File: config.mk
export PLATFORM = sky130hd
export DESIGN_NAME = cpk_framer
export DESIGN_NICKNAME = d
export VERILOG_FILES = /design/src/rtl/cpk_pkg.sv /design/src/rtl/cpk_baud_tick.sv /design/src/rtl/cpk_serializer.sv /design/src/rtl/cpk_sequencer.sv /design/src/rtl/cpk_framer.sv
export SDC_FILE = /design/constraint.sdc
export NUM_CORES = 1
export LEC_CHECK = 0
export BUFFER_PORTS_ARGS = -buffer_cell sky130_fd_sc_hd__buf_2
export CORE_MARGIN = 2
export CORE_UTILIZATION = 55
export DETAILED_ROUTE_END_ITERATION = 6
export PLACE_DENSITY_LB_ADDON = 0.12
export SETUP_SLACK_MARGIN = 0.05
export SLEW_MARGIN = 20
export SYNTH_ARGS = -nofsm -noshare
export SYNTH_HDL_FRONTEND = slang
export SYNTH_SLANG_ARGS = --single-unit
File: constraint.sdc
create_clock -name clk -period 2.79 [get_ports clk]
set_input_delay 0.279 -clock clk [delete_from_list [all_inputs] [get_ports clk]]
set_output_delay 0.279 -clock clk [all_outputs]
set_load 0.03 [all_outputs]
File: src/rtl/cpk_pkg.sv
package cpk_pkg;

    localparam int unsigned WORD_W     = 16;
    localparam int unsigned BYTE_W     = 8;
    localparam logic [WORD_W-1:0] PKT_TYPE   = 16'hCC02;
    localparam logic [WORD_W-1:0] CHECK_WORD = 16'hABAB;

    typedef enum logic [3:0] {
        ST_IDLE,
        ST_TYPE,
        ST_PID,
        ST_MOD,
        ST_SPEC,
        ST_LEN,
        ST_BYTE_LO,
        ST_BYTE_HI,
        ST_DATA,
        ST_CHECK,
        ST_DRAIN
    } seq_state_t;

endpackage

File: src/rtl/cpk_baud_tick.sv
module cpk_baud_tick #(
    parameter int unsigned CLK_PER_BIT = 10
) (
    input  logic clk,
    input  logic rst_n,
    input  logic run,
    input  logic restart,
    output logic tick
);
    localparam int unsigned CW = (CLK_PER_BIT > 1) ? $clog2(CLK_PER_BIT) : 1;
    localparam logic [CW-1:0] LAST = CW'(CLK_PER_BIT - 1);

    logic [CW-1:0] cnt_q;

    always_ff @(posedge clk) begin
        if (!rst_n || !run || restart) begin
            cnt_q <= '0;
        end else if (cnt_q == LAST) begin
            cnt_q <= '0;
        end else begin
            cnt_q <= cnt_q + 1'b1;
        end
    end

    assign tick = run && (cnt_q == LAST);

endmodule

File: src/rtl/cpk_serializer.sv
module cpk_serializer
    import cpk_pkg::*;
#(
    parameter int unsigned CLK_PER_BIT = 10,
    parameter int unsigned STOP_BITS   = 2
) (
    input  logic              clk,
    input  logic              rst_n,
    input  logic [WORD_W-1:0] word,
    input  logic              word_valid,
    output logic              word_ready,
    output logic              active,
    output logic              tx_line
);
    localparam int unsigned FRAME_BITS = 1 + WORD_W + STOP_BITS;
    localparam int unsigned BW = $clog2(FRAME_BITS);
    localparam logic [BW-1:0] LAST_BIT = BW'(FRAME_BITS - 1);

    logic [FRAME_BITS-1:0] shreg_q;
    logic [BW-1:0]         bit_q;
    logic                  active_q;
    logic                  tick;
    logic                  last_tick;
    logic                  load;

    cpk_baud_tick #(.CLK_PER_BIT(CLK_PER_BIT)) u_tick (
        .clk     (clk),
        .rst_n   (rst_n),
        .run     (active_q),
        .restart (load),
        .tick    (tick)
    );

    assign last_tick  = tick && (bit_q == LAST_BIT);
    assign word_ready = !active_q || last_tick;
    assign load       = word_valid && word_ready;

    always_ff @(posedge clk) begin
        if (!rst_n) begin
            active_q <= 1'b0;
            bit_q    <= '0;
            shreg_q  <= '1;
        end else if (load) begin
            active_q <= 1'b1;
            bit_q    <= '0;
            shreg_q  <= {{STOP_BITS{1'b1}}, word, 1'b0};
        end else if (last_tick) begin
            active_q <= 1'b0;
            bit_q    <= '0;
            shreg_q  <= '1;
        end else if (tick) begin
            bit_q    <= bit_q + 1'b1;
            shreg_q  <= {1'b1, shreg_q[FRAME_BITS-1:1]};
        end
    end

    assign active  = active_q;
    assign tx_line = active_q ? shreg_q[0] : 1'b1;

endmodule

File: src/rtl/cpk_sequencer.sv
module cpk_sequencer
    import cpk_pkg::*;
(
    input  logic              clk,
    input  logic              rst_n,
    input  logic              req_valid,
    output logic              req_ready,
    input  logic [WORD_W-1:0] req_mod,
    input  logic [WORD_W-1:0] req_spec,
    input  logic [WORD_W-1:0] req_len,
    input  logic [BYTE_W-1:0] pay_data,
    input  logic              pay_valid,
    output logic              pay_ready,
    output logic [WORD_W-1:0] word,
    output logic              word_valid,
    input  logic              word_ready,
    input  logic              ser_active,
    output logic              busy,
    output logic              done
);
    seq_state_t        state_q, state_d;
    logic [WORD_W-1:0] mod_q, spec_q, len_q, left_q, pid_q;
    logic [BYTE_W-1:0] lo_q, hi_q;
    logic              done_q;
    logic              take_req, take_byte, word_taken;

    assign take_req   = (state_q == ST_IDLE) && req_valid;
    assign take_byte  = pay_ready && pay_valid;
    assign word_taken = word_valid && word_ready;

    // state register
    always_ff @(posedge clk) begin
        if (!rst_n) begin
            state_q <= ST_IDLE;
        end else begin
            state_q <= state_d;
        end
    end

    // transitions
    always_comb begin
        state_d = state_q;
        unique case (state_q)
            ST_IDLE:    if (req_valid)  state_d = ST_TYPE;
            ST_TYPE:    if (word_ready) state_d = ST_PID;
            ST_PID:     if (word_ready) state_d = ST_MOD;
            ST_MOD:     if (word_ready) state_d = ST_SPEC;
            ST_SPEC:    if (word_ready) state_d = ST_LEN;
            ST_LEN:     if (word_ready) state_d = (len_q == '0) ? ST_CHECK : ST_BYTE_LO;
            ST_BYTE_LO: if (pay_valid)  state_d = (left_q == WORD_W'(1)) ? ST_DATA : ST_BYTE_HI;
            ST_BYTE_HI: if (pay_valid)  state_d = ST_DATA;
            ST_DATA:    if (word_ready) state_d = (left_q == '0) ? ST_CHECK : ST_BYTE_LO;
            ST_CHECK:   if (word_ready) state_d = ST_DRAIN;
            ST_DRAIN:   if (!ser_active) state_d = ST_IDLE;
            default:    state_d = ST_IDLE;
        endcase
    end

    // outputs
    always_comb begin
        word       = '0;
        word_valid = 1'b0;
        req_ready  = 1'b0;
        pay_ready  = 1'b0;
        busy       = 1'b1;
        unique case (state_q)
            ST_IDLE: begin
                req_ready = 1'b1;
                busy      = 1'b0;
            end
            ST_TYPE: begin
                word       = PKT_TYPE;
                word_valid = 1'b1;
            end
            ST_PID: begin
                word       = pid_q;
                word_valid = 1'b1;
            end
            ST_MOD: begin
                word       = mod_q;
                word_valid = 1'b1;
            end
            ST_SPEC: begin
                word       = spec_q;
                word_valid = 1'b1;
            end
            ST_LEN: begin
                word       = len_q;
                word_valid = 1'b1;
            end
            ST_BYTE_LO, ST_BYTE_HI: begin
                pay_ready = 1'b1;
            end
            ST_DATA: begin
                word       = {hi_q, lo_q};
                word_valid = 1'b1;
            end
            ST_CHECK: begin
                word       = CHECK_WORD;
                word_valid = 1'b1;
            end
            ST_DRAIN: begin
                busy = 1'b1;
            end
            default: begin
                busy = 1'b1;
            end
        endcase
    end

    // packet fields, payload packing and identifier
    always_ff @(posedge clk) begin
        if (!rst_n) begin
            mod_q  <= '0;
            spec_q <= '0;
            len_q  <= '0;
            left_q <= '0;
            lo_q   <= '0;
            hi_q   <= '0;
            pid_q  <= '0;
            done_q <= 1'b0;
        end else begin
            done_q <= (state_q == ST_DRAIN) && !ser_active;
            if (take_req) begin
                mod_q  <= req_mod;
                spec_q <= req_spec;
                len_q  <= req_len;
                left_q <= req_len;
            end
            if (take_byte) begin
                left_q <= left_q - 1'b1;
                if (state_q == ST_BYTE_LO) begin
                    lo_q <= pay_data;
                    hi_q <= '0;
                end else begin
                    hi_q <= pay_data;
                end
            end
            if (word_taken && (state_q == ST_PID)) begin
                pid_q <= pid_q + 1'b1;
            end
        end
    end

    assign done = done_q;

endmodule

File: src/rtl/cpk_framer.sv
module cpk_framer
    import cpk_pkg::*;
#(
    parameter int unsigned CLK_PER_BIT = 10,
    parameter int unsigned STOP_BITS   = 2
) (
    input  logic        clk,
    input  logic        rst_n,
    input  logic        req_valid,
    output logic        req_ready,
    input  logic [15:0] req_mod,
    input  logic [15:0] req_spec,
    input  logic [15:0] req_len,
    input  logic [7:0]  pay_data,
    input  logic        pay_valid,
    output logic        pay_ready,
    output logic        tx_line,
    output logic        busy,
    output logic        done
);
    logic [WORD_W-1:0] word;
    logic              word_valid;
    logic              word_ready;
    logic              ser_active;

    cpk_sequencer u_seq (
        .clk        (clk),
        .rst_n      (rst_n),
        .req_valid  (req_valid),
        .req_ready  (req_ready),
        .req_mod    (req_mod),
        .req_spec   (req_spec),
        .req_len    (req_len),
        .pay_data   (pay_data),
        .pay_valid  (pay_valid),
        .pay_ready  (pay_ready),
        .word       (word),
        .word_valid (word_valid),
        .word_ready (word_ready),
        .ser_active (ser_active),
        .busy       (busy),
        .done       (done)
    );

    cpk_serializer #(
        .CLK_PER_BIT (CLK_PER_BIT),
        .STOP_BITS   (STOP_BITS)
    ) u_ser (
        .clk        (clk),
        .rst_n      (rst_n),
        .word       (word),
        .word_valid (word_valid),
        .word_ready (word_ready),
        .active     (ser_active),
        .tx_line    (tx_line)
    );

endmodule

# Word level (Yosys, flattened, before mapping)
# Cells that the tools add are included.
[op_classes] mux=29 eq_ne=24 add_sub_neg=4 n_reduce_logical=24 bitwise=1
[op_table] op="$pmux 16 s7" count=1
[op_table] op="$mux 4" count=14
[op_table] op="$mux 17" count=3
[op_table] op="$pmux 4 s11" count=1
[op_table] op="$logic_not 16->1" count=2
[op_table] op="$mux 16" count=2
[op_table] op="$add 16x1->16 const B" count=1
[op_table] op="$eq 16x1->1 const B" count=1
[op_table] op="$eq 4x3->1 const B" count=4
[op_table] op="$eq 4x4->1 const B" count=4
[op_table] op="$sub 16x1->16 const B" count=1
[op_table] op="$ne 2x1->1 const B" count=7
[op_table] op="$reduce_and 11->1" count=1
[op_table] op="$eq 4x2->1 const B" count=2
[op_table] op="$mux 8" count=1
[op_table] op="$ne 2x2->1 const B" count=4
[op_table] op="$logic_and 1x1->1" count=7
[op_table] op="$mux 1" count=7
[op_table] op="$reduce_or 7->1" count=1
[op_table] op="$add 5x1->5 const B" count=1
[op_table] op="$eq 5x5->1 const B" count=1
[op_table] op="$add 4x1->4 const B" count=1
[op_table] op="$eq 4x1->1 const B" count=1
[op_table] op="$logic_not 4->1" count=1
[op_table] op="other kinds (8)" count=13
[totals] regBits=128 in_bits=60 elab_cells=95 out_inout_bits=5

# Logic depth before layout (Yosys ltp)
# Gate-level depths: netlist of run 1.
[logic_depth] ltp_word=7 ltp_mapped=9 depth_no_buf=7

# Modules after synthesis
# A second synthesis of run 1 with hierarchy kept.
[hier_totals] cells_unflattened=762 hier_area_um2=6068.3
[by_module_without_submodules] mod="cpk_sequencer" cells_each=611 seq_area_each_um2=2021.9 n_inst=1 area_each_um2=4764.6
[by_module_without_submodules] mod="cpk_serializer" cells_each=133 seq_area_each_um2=460.4 n_inst=1 area_each_um2=1123.6
[by_module_without_submodules] mod="cpk_baud_tick" cells_each=18 seq_area_each_um2=80.1 n_inst=1 area_each_um2=180.2

# Worst setup path after synthesis of run 1
# No wires, ideal clock.
[synth_path] kind="reg2reg" from="register u_seq.left_q[0]" to="register u_seq.state_q[1]" setup_slack_ns=0.656 setup_ns=0.121 required_ns=2.669 arrival_ns=2.013 n_path_buf=0 synth_period_minus_slack_ns=2.134 path_stages_with_launch=8 path_cell_list="dfxtp_1 inv_1 ha_1 or4b_2 or4_1 a22o_1 nor3_1 o22ai_1"
[synth_via] elab_chain_len=4 word_cells_on_any_way=7 cone_classes="eq/ne (1); mux (5); reduce/logical (1)"
[synth_lines] item="start, declared" line="cpk_sequencer.sv:22" text="logic [WORD_W-1:0] mod_q, spec_q, len_q, left_q, pid_q;"
[synth_lines] item="start signal, assigned" line="cpk_sequencer.sv:128" text="left_q <= req_len;"
[synth_lines] item="start signal, assigned" line="cpk_sequencer.sv:131" text="left_q <= left_q - 1'b1;"
[synth_lines] item="$eq 16x1->1 / $logic_not 16->1 (equally long branches)" line="cpk_sequencer.sv:50, cpk_sequencer.sv:52"
[synth_lines] item="$mux 4 (on tied branches) (2 in series)" line="cpk_sequencer.sv:50, cpk_sequencer.sv:52"
[synth_lines] item="$pmux 4 s11 *" line="cpk_sequencer.sv:43" text="unique case (state_q)"
[synth_lines] item="end signal, assigned" line="cpk_sequencer.sv:36" text="state_q <= state_d;"
[synth_lines] item="end, declared" line="cpk_sequencer.sv:21" text="seq_state_t state_q, state_d;"
# Mark *: on every way between the ends. The rest lies on a longest branch, timed or not. The select of a mux whose other input is x is not followed.
# A chain may end at the register's enable or synchronous reset.

# Worst setup path after layout of run 1
# Same ends and word-level chain as after synthesis.

==> results of run 1 <==
==> through the flow <==
stage / hold WS, ps / utilization, %
floorplan: 415 / -
global placement: 437 / 61.3
detailed placement: 446 / 61.3
CTS: 3.93 / 69.3
global route: 2.66 / 69.4
finish: 9.88 / 69.4
==> path summary, 6_finish.rpt <==
check | from | end | slack [ps] | cells after the start
max | u_seq.left_q[0]$_SDFFE_PN0P_ | u_seq.state_q[1]$_SDFFE_PN0P_ | 480 | 7
min | pay_data[0] | u_seq.lo_q[0]$_SDFFE_PN0P_ | 10 | 3
max reg2reg | u_seq.left_q[0]$_SDFFE_PN0P_ | u_seq.state_q[1]$_SDFFE_PN0P_ | 480 | 7
min reg2reg | u_seq.hi_q[0]$_SDFFE_PN0P_ | u_seq.hi_q[0]$_SDFFE_PN0P_ | 450 | 2
==> Yosys cell counts, types with 7 or more instances <==
cell type / n
o32ai_1: 7
a22oi_1: 14
or3_1: 10
buf_2: 8
nor3_1: 7
nand2_1: 163
nor4_1: 10
a222oi_1: 10
a31oi_1: 8
or4_1: 8
clkbuf_1: 40
o21ai_0: 29
o211ai_1: 11
o221ai_1: 8
xnor2_1: 10
nor2_1: 35
nand3_1: 33
dfxtp_1: 128
ha_1: 7
a21oi_1: 84
inv_1: 16
nand4_1: 8
==> worst reg2reg max path, cell delays in order (launching register included) <==
cell     delay, ps
dfxtp_1        360
inv_1           90
ha_1           190
or4b_2         610
or4_1          450
a22o_1         250
nor3_1         170
o22ai_1         90
==> placed cells by master, fill, tap and decap left out, types with 4 or more instances in the layout <==
cell type	Yosys	routed
nand2_1	163	163
dfxtp_1	128	128
a21oi_1	84	84
buf_2	8	64
nor2_1	35	35
nand3_1	33	33
o21ai_0	29	29
dlygate4sd3_1	0	25
clkbuf_16	0	16
buf_4	0	16
inv_1	16	15
a22oi_1	14	14
o211ai_1	11	11
or3_1	10	10
nor4_1	10	10
xnor2_1	10	10
a222oi_1	10	10
or4_1	8	8
nand4_1	8	8
a31oi_1	8	8
o221ai_1	8	8
nor3_1	7	7
o32ai_1	7	7
ha_1	7	7
o21a_1	6	6
xor2_1	6	6
nor3b_1	5	5
nor4b_1	6	5
o311ai_0	4	4
==> report_power, final <==
group / switching (mW) / leakage [nW] / internal (mW)
Sequential: 0.257 / 1.05 / 2.13
Combinational: 1.23 / 1.44 / 0.711
Clock: 0.809 / 0.279 / 1.40
==> cells by family after synthesis <==
| family | count (synthesis) |
|---|---|
| compound gates | 199 |
| simple gates | 317 |
| buf+inv | 68 |
| fa+ha+maj | 8 |
| mux | 3 |
| xor+xnor | 16 |
| flops | 128 |
==> state kept, by name, indices dropped and copies added (netlist names) <==
| name | count |
|---|---|
| u_ser.active | 1 |
| u_seq.left_q | 16 |
| u_seq.lo_q | 8 |
| u_seq.spec_q | 16 |
| u_seq.len_q | 16 |
| u_seq.done | 1 |
| u_ser.bit_q | 5 |
| u_seq.state_q | 4 |
| u_seq.mod_q | 16 |
| u_ser.shreg_q | 17 |
| u_seq.pid_q | 16 |
| u_seq.hi_q | 8 |
| u_ser.u_tick.cnt_q | 4 |
==> what timing repair did <==
| item | 4_1_cts | 5_1_grt |
|---|---|---|
| hold buffers | 25 | 0 |
| hold endpoints to repair | 25 | 0 |
| gates resized for setup | 0 | 0 |
==> routing by layer <==
layer	GRT usage, %	vias up	share of wire (%)
met3	7.14	22	7.6
met5	0	-	0
li1	-	2818	-
met4	7.88	0	1.5
met2	50.0	235	47
met1	41.3	2828	44
==> final cells by class <==
type	instances	area (µm²)	area share (%)
multi-input cells	543	3110	43.1
flip-flops and latches	128	2560	35.5
repair buffers	107	731	10.1
clock buffers	20	445	6.16
well taps	136	170	2.35
clock inverters	10	136	1.89
inverters	17	68.8	0.952
==> results.toml, run 1 <==
[route]
wl_per_cell_um = 18.0
drt_iter0_markers = 646
postRouteAntennaNets = 0
drcViolationCount = 0
via_count = 5903
post_drt_via_cell_ratio = 6.14
wl_um = 17300
drt_pass1_iterations = 6

[placed_design]
gp_congestion = 0.867
placed_cell_area_mm2 = 0.00639
place_worst_setup_slack_ps = 423
placed_cells = 906
portBuffers = 64
post-dp-hpwl_um = 11600

[clock_network]
cts_tree = "built"
clock_sinks = 128
cts_buffer_depth = 2
root_buffer = "clkbuf_8"
cts_setup_buffers = 0
cts_max_level = 4
path_clk_slew_ps = 60
clk-insertion-delay-late_ps = 520
cts_buffers = 17

[logic_synthesis]
synth_simple_gate_area_share_pct = 26.4
synth.area.mux_share_pct = 0.528
synth_top_family_by_area = "simple AND/OR/NAND/NOR gates"
synth_seq_area_share_pct = 43.2
synth_top_area_share_pct = 43.2
yosysTopAreaCell = "dfxtp_1"
synthTopCellsByArea = "dfxtp_1, nand2_1, a21oi_1, nand3_1, clkbuf_1"
ys_ff_latch = 128
synth-edff-count = 0
synth_xor_xnor_area_share_pct = 2.36
synth_compound_area_share_pct = 21.2
synth_warnings = 0
syn_avg_cell_area_um2 = 8.02
synth_cell_types = 62
synthCells = 739
ys.flop_type = "dfxtp_1"
synthAdderAreaFrac_pct = 1.65
synth_fp_nets = 806
synth_area_mm2 = 0.00593
synthArstFlopShare_pct = 0

[floorplan]
die_h_um = 108
core_area_mm2 = 0.0104
die_w_um = 108
start_util_pct = 56.9
ioPinCount = 65
die_area_mm2 = 0.0116
rows = 37

[pwr]
cellPowerDensity_mw_per_mm2 = 905
p_leak_nw = 2.76
peakVddDrop_mv = 0.649
finalPower_mw = 6.54

[worst_setup_path]
slowest_delay_ps = 610
critPathMaxFanout = 6
critPathLaunchType = "register"
cp_top_family = "simple AND/OR/NAND/NOR gates"
path_class = "register to register"
critPathArrivalTime_ps = 2720
cp_slowest_cell = "or4b_2"
cp_num_buf_inv = 1
cp.required_ps = 3200
path_cells = "inv_1, ha_1, or4b_2, or4_1, a22o_1, nor3_1, o22ai_1"
cp-end-kind = "register"

[timing]
clock_skew_ps = 7.43
rsz0062_at_grt = "false"
maxSlewHeadroom_pct = 39.2
worstMarginPinSlew_ps = 910
fmax_mhz = 434
slew_viol_final = 0
post-route-period-util_pct = 82.6
fin_crit_ps = 2310
final_hold_viol_count = 0
setup_viol = 0
worst_slack_ps = 485
finalSetupTns_ps = 0

[cells_and_area]
drive_above_1_share_pct = 15.9
nFillCells = 851
stdcell_count = 961
antenna_cells = 0
fin_area_mm2 = 0.00723
syn2layout_area_growth_pct = 21.9
nNetsFinal = 881

[grt]
grt_pass1_wl_um = 27500
grt_overflow = 0
grt_max_degree = 68
grt_pass1_vias = 5419
antenna_found_initial = 1
gr-usage-all-layers_pct = 30.8

[min_path]
hold_path.class = "primary input to register"

[run]
drv_cap = 0

[status]
status = "complete, no violations"
(Power assumes the default switching activity.)
==> run 2: changes to the inputs <==
--- a/config.mk
+++ b/config.mk
@@ -5,6 +5,7 @@
 export SDC_FILE = /design/constraint.sdc
 export NUM_CORES = 1
 export LEC_CHECK = 0
+export ABC_AREA = 1
 export BUFFER_PORTS_ARGS = -buffer_cell sky130_fd_sc_hd__buf_2
 export CORE_MARGIN = 2
 export CORE_UTILIZATION = 55
==> constraint.sdc (replaced) <==
create_clock -name clk -period 2.2 [get_ports clk]
set_input_delay 0.22 -clock clk [delete_from_list [all_inputs] [get_ports clk]]
set_output_delay 0.22 -clock clk [all_outputs]
set_load 0.03 [all_outputs]
==> run 2 against run 1 <==
Largest power group is now combinational cells. Critical endpoint is now u_seq.left_q[5]$_SDFFE_PN0P_. Setup slack got worse by 160 ps. The flow now finishes with violations (design-rule violations). Critical path type unchanged. Largest cell class unchanged. Power rose by 45%. Sequential share of layout area fell by 1.7 points. Cell count rose by 23%. Clock power rose by 41%.
==> results.toml, run 2 <==
[logic_synthesis]
synth_top_area_share_pct = 39.1
yosysTopAreaCell = "dfxtp_1"
synth_area_mm2 = 0.00655
synth_simple_gate_area_share_pct = 31.4
synth_top_family_by_area = "simple AND/OR/NAND/NOR gates"
synth.area.mux_share_pct = 0.612
ys.flop_type = "dfxtp_1"
synth_common_cells = "nand2_1, dfxtp_1, a21oi_1"
synth_cell_types = 40
syn_avg_cell_area_um2 = 6.78
synth-edff-count = 0
yosysMostFrequentCell = "nand2_1"
synthArstFlopShare_pct = 0
synth_compound_area_share_pct = 16.5
ys_ff_latch = 128
synth_fp_nets = 1033
synth_seq_area_share_pct = 39.1
synth_warnings = 0
synthCells = 966
synth_xor_xnor_area_share_pct = 1.74
synthAdderAreaFrac_pct = 1.34
synthTopCellsByArea = "dfxtp_1, nand2_1, a21oi_1, o21ai_0, nor2_1"

[floorplan]
start_util_pct = 56.8
core_area_mm2 = 0.0115
die_area_mm2 = 0.0128
die_w_um = 113
rows = 39
die_h_um = 113
ioPinCount = 65

[clock_network]
cts_max_level = 4
clock_sinks = 128
clk-insertion-delay-late_ps = 420
cts_setup_buffers = 0
cts_buffers = 17
root_buffer = "clkbuf_16"
cts_tree = "built"
path_clk_slew_ps = 60
cts_buffer_depth = 2

[pwr]
p_leak_nw = 3.28
seqPwrFrac_pct = 33.1
cellPowerDensity_mw_per_mm2 = 1250
pwr-share-comb_pct = 34.3
power.internal_mw = 5.91
switching_power_mw = 3.59
peakVddDrop_mv = 0.686
sw_frac_of_total_pct = 37.8
pwr-share-clk_pct = 32.7

[grt]
grt_pass1_vias = 5882
grt_pass1_wl_um = 29700
antenna_found_initial = 0
grt_max_degree = 54
gr-usage-all-layers_pct = 29.4
grt_overflow = 0

[timing]
finalSetupTns_ps = 0
maxSlewHeadroom_pct = 66.9
clock_skew_ps = 7.37
fmax_mhz = 533
whs_ps = 46.1
final_hold_viol_count = 0
rsz0062_at_grt = "false"
post-route-period-util_pct = 85.2
worstMarginPinSlew_ps = 495
fin_crit_ps = 1870
setup_viol = 0
slew_viol_final = 0

[route]
via_count = 6390
wl_met3_um = 1150
drcViolationCount = 3
wl_met1_um = 8910
highest_layer = "met4"
wl_um = 17900
wl_per_cell_um = 15.2
drt_pass1_iterations = 7
drt_iter0_markers = 676
postRouteAntennaNets = 0
wl_met2_um = 7490
post_drt_via_cell_ratio = 5.41

[worst_setup_path]
critPathArrivalTime_ps = 2220
r2r_cells = 8
cp_slowest_cell = "dfxtp_1"
path_cells = "nor2_4, nand2_2, inv_2, nand2_2, inv_2, buf_4, nand2_1, a31oi_1"
critPathLaunchType = "register"
cp-end-kind = "register"
slowest_delay_ps = 430
cp_top_family = "buffers and inverters"
cp_num_buf_inv = 3
cp.required_ps = 2550
critPathMaxFanout = 17
path_class = "register to register"
cp_num_cells = 8

[cells_and_area]
largest_register_ffs = 17
drive_above_1_share_pct = 14.4
antenna_cells = 0
syn2layout_area_growth_pct = 16.1
regMostFlops = "u_ser.shreg_q"
nNetsFinal = 1092
final_common_cell = "nand2_1"
nFillCells = 1088
most-common-layout-cells = "nand2_1, dfxtp_1, a21oi_1"

[run]
drv_cap = 0

[placed_design]
gp_congestion = 0.984
portBuffers = 64
post-dp-hpwl_um = 13000

[status]
status = "finished with violations"
violations = "design-rule violations"

[min_path]
hold_path_depth = 3
hold_path.class = "primary input to register"
==> run 2: cell count changes after synthesis, moves of 24 or more <==
| cell | previous run | this run |
|---|---|---|
| inv_1 | 16 | 85 |
| nor2_1 | 35 | 89 |
| nand3_1 | 33 | 60 |
| o21ai_0 | 29 | 68 |
| nand2_1 | 163 | 278 |
| clkbuf_1 | 40 | 16 |
==> run 2: tightest hold or removal path, stage by stage <==
cell and delay (ps):
buf_2 90, nand2_1 50, a21oi_1 50
==> run 2: worst paths after layout <==
check,slack (ps),from,end
max,330,u_seq.state_q[2]$_SDFFE_PN0P_,u_seq.left_q[5]$_SDFFE_PN0P_
min,50,req_mod[5],u_seq.mod_q[5]$_SDFFE_PN0P_
max reg2reg,330,u_seq.state_q[2]$_SDFFE_PN0P_,u_seq.left_q[5]$_SDFFE_PN0P_
min reg2reg,450,u_seq.spec_q[7]$_SDFFE_PN0P_,u_seq.spec_q[7]$_SDFFE_PN0P_
==> run 2: timing repair <==
item                       CTS  global route
hold endpoints to repair     0             0
gates resized for setup      0             1
hold buffers                 0             0
setup endpoints to repair    0             1
==> run 2: kinds of logic after synthesis <==
kind of cell / after synthesis
compound gates: 202
xor+xnor: 13
fa+ha+maj: 7
buf+inv: 135
flops: 128
mux: 4
simple gates: 477
==> run 2: per-stage QoR <==
step | power, mW | worst slack, ps | util (%) | instance area, µm² | cells
4_1_cts | 9.46 | 248 | 65.9 | 7590 | 1181
3_3_place_gp | 6.33 | 268 | 60.3 | 6950 | 1149
2_1_floorplan | 5.70 | 565 | - | 6550 | 966
3_5_place_dp | 6.36 | 250 | 60.3 | 6950 | 1149
5_1_grt | 10.1 | 145 | 66.0 | 7600 | 1181
6_report | 9.49 | 325 | 66.0 | 7600 | 1181
==> run 2: area by class of cell <==
cell class / count / area, µm² / share of cell area (%)
clock inverters: 10 / 183 / 2.40
inverters: 95 / 364 / 4.79
clock buffers: 22 / 464 / 6.11
multi-input cells: 703 / 3380 / 44.5
repair buffers: 80 / 465 / 6.13
flip-flops and latches: 128 / 2560 / 33.7
well taps: 143 / 179 / 2.36
==> run 2: power by group through the flow <==
stage | registers [mW] | logic (mW) | clock network [mW]
3_3_place_gp | 3.16 | 3.17 | 0
2_1_floorplan | 3.04 | 2.65 | 0
4_1_cts | 3.13 | 3.21 | 3.11
3_5_place_dp | 3.17 | 3.19 | 0
5_1_grt | 3.20 | 3.68 | 3.23
6_report | 3.14 | 3.25 | 3.10
==> run 2: layer usage <==
| metal | vias to the layer above | global-route usage, % |
|---|---|---|
| met5 | - | 0 |
| met3 | 29 | 6.70 |
| met1 | 2876 | 42.7 |
| met2 | 225 | 43.2 |
| met4 | 0 | 10.0 |
| li1 | 3260 | - |
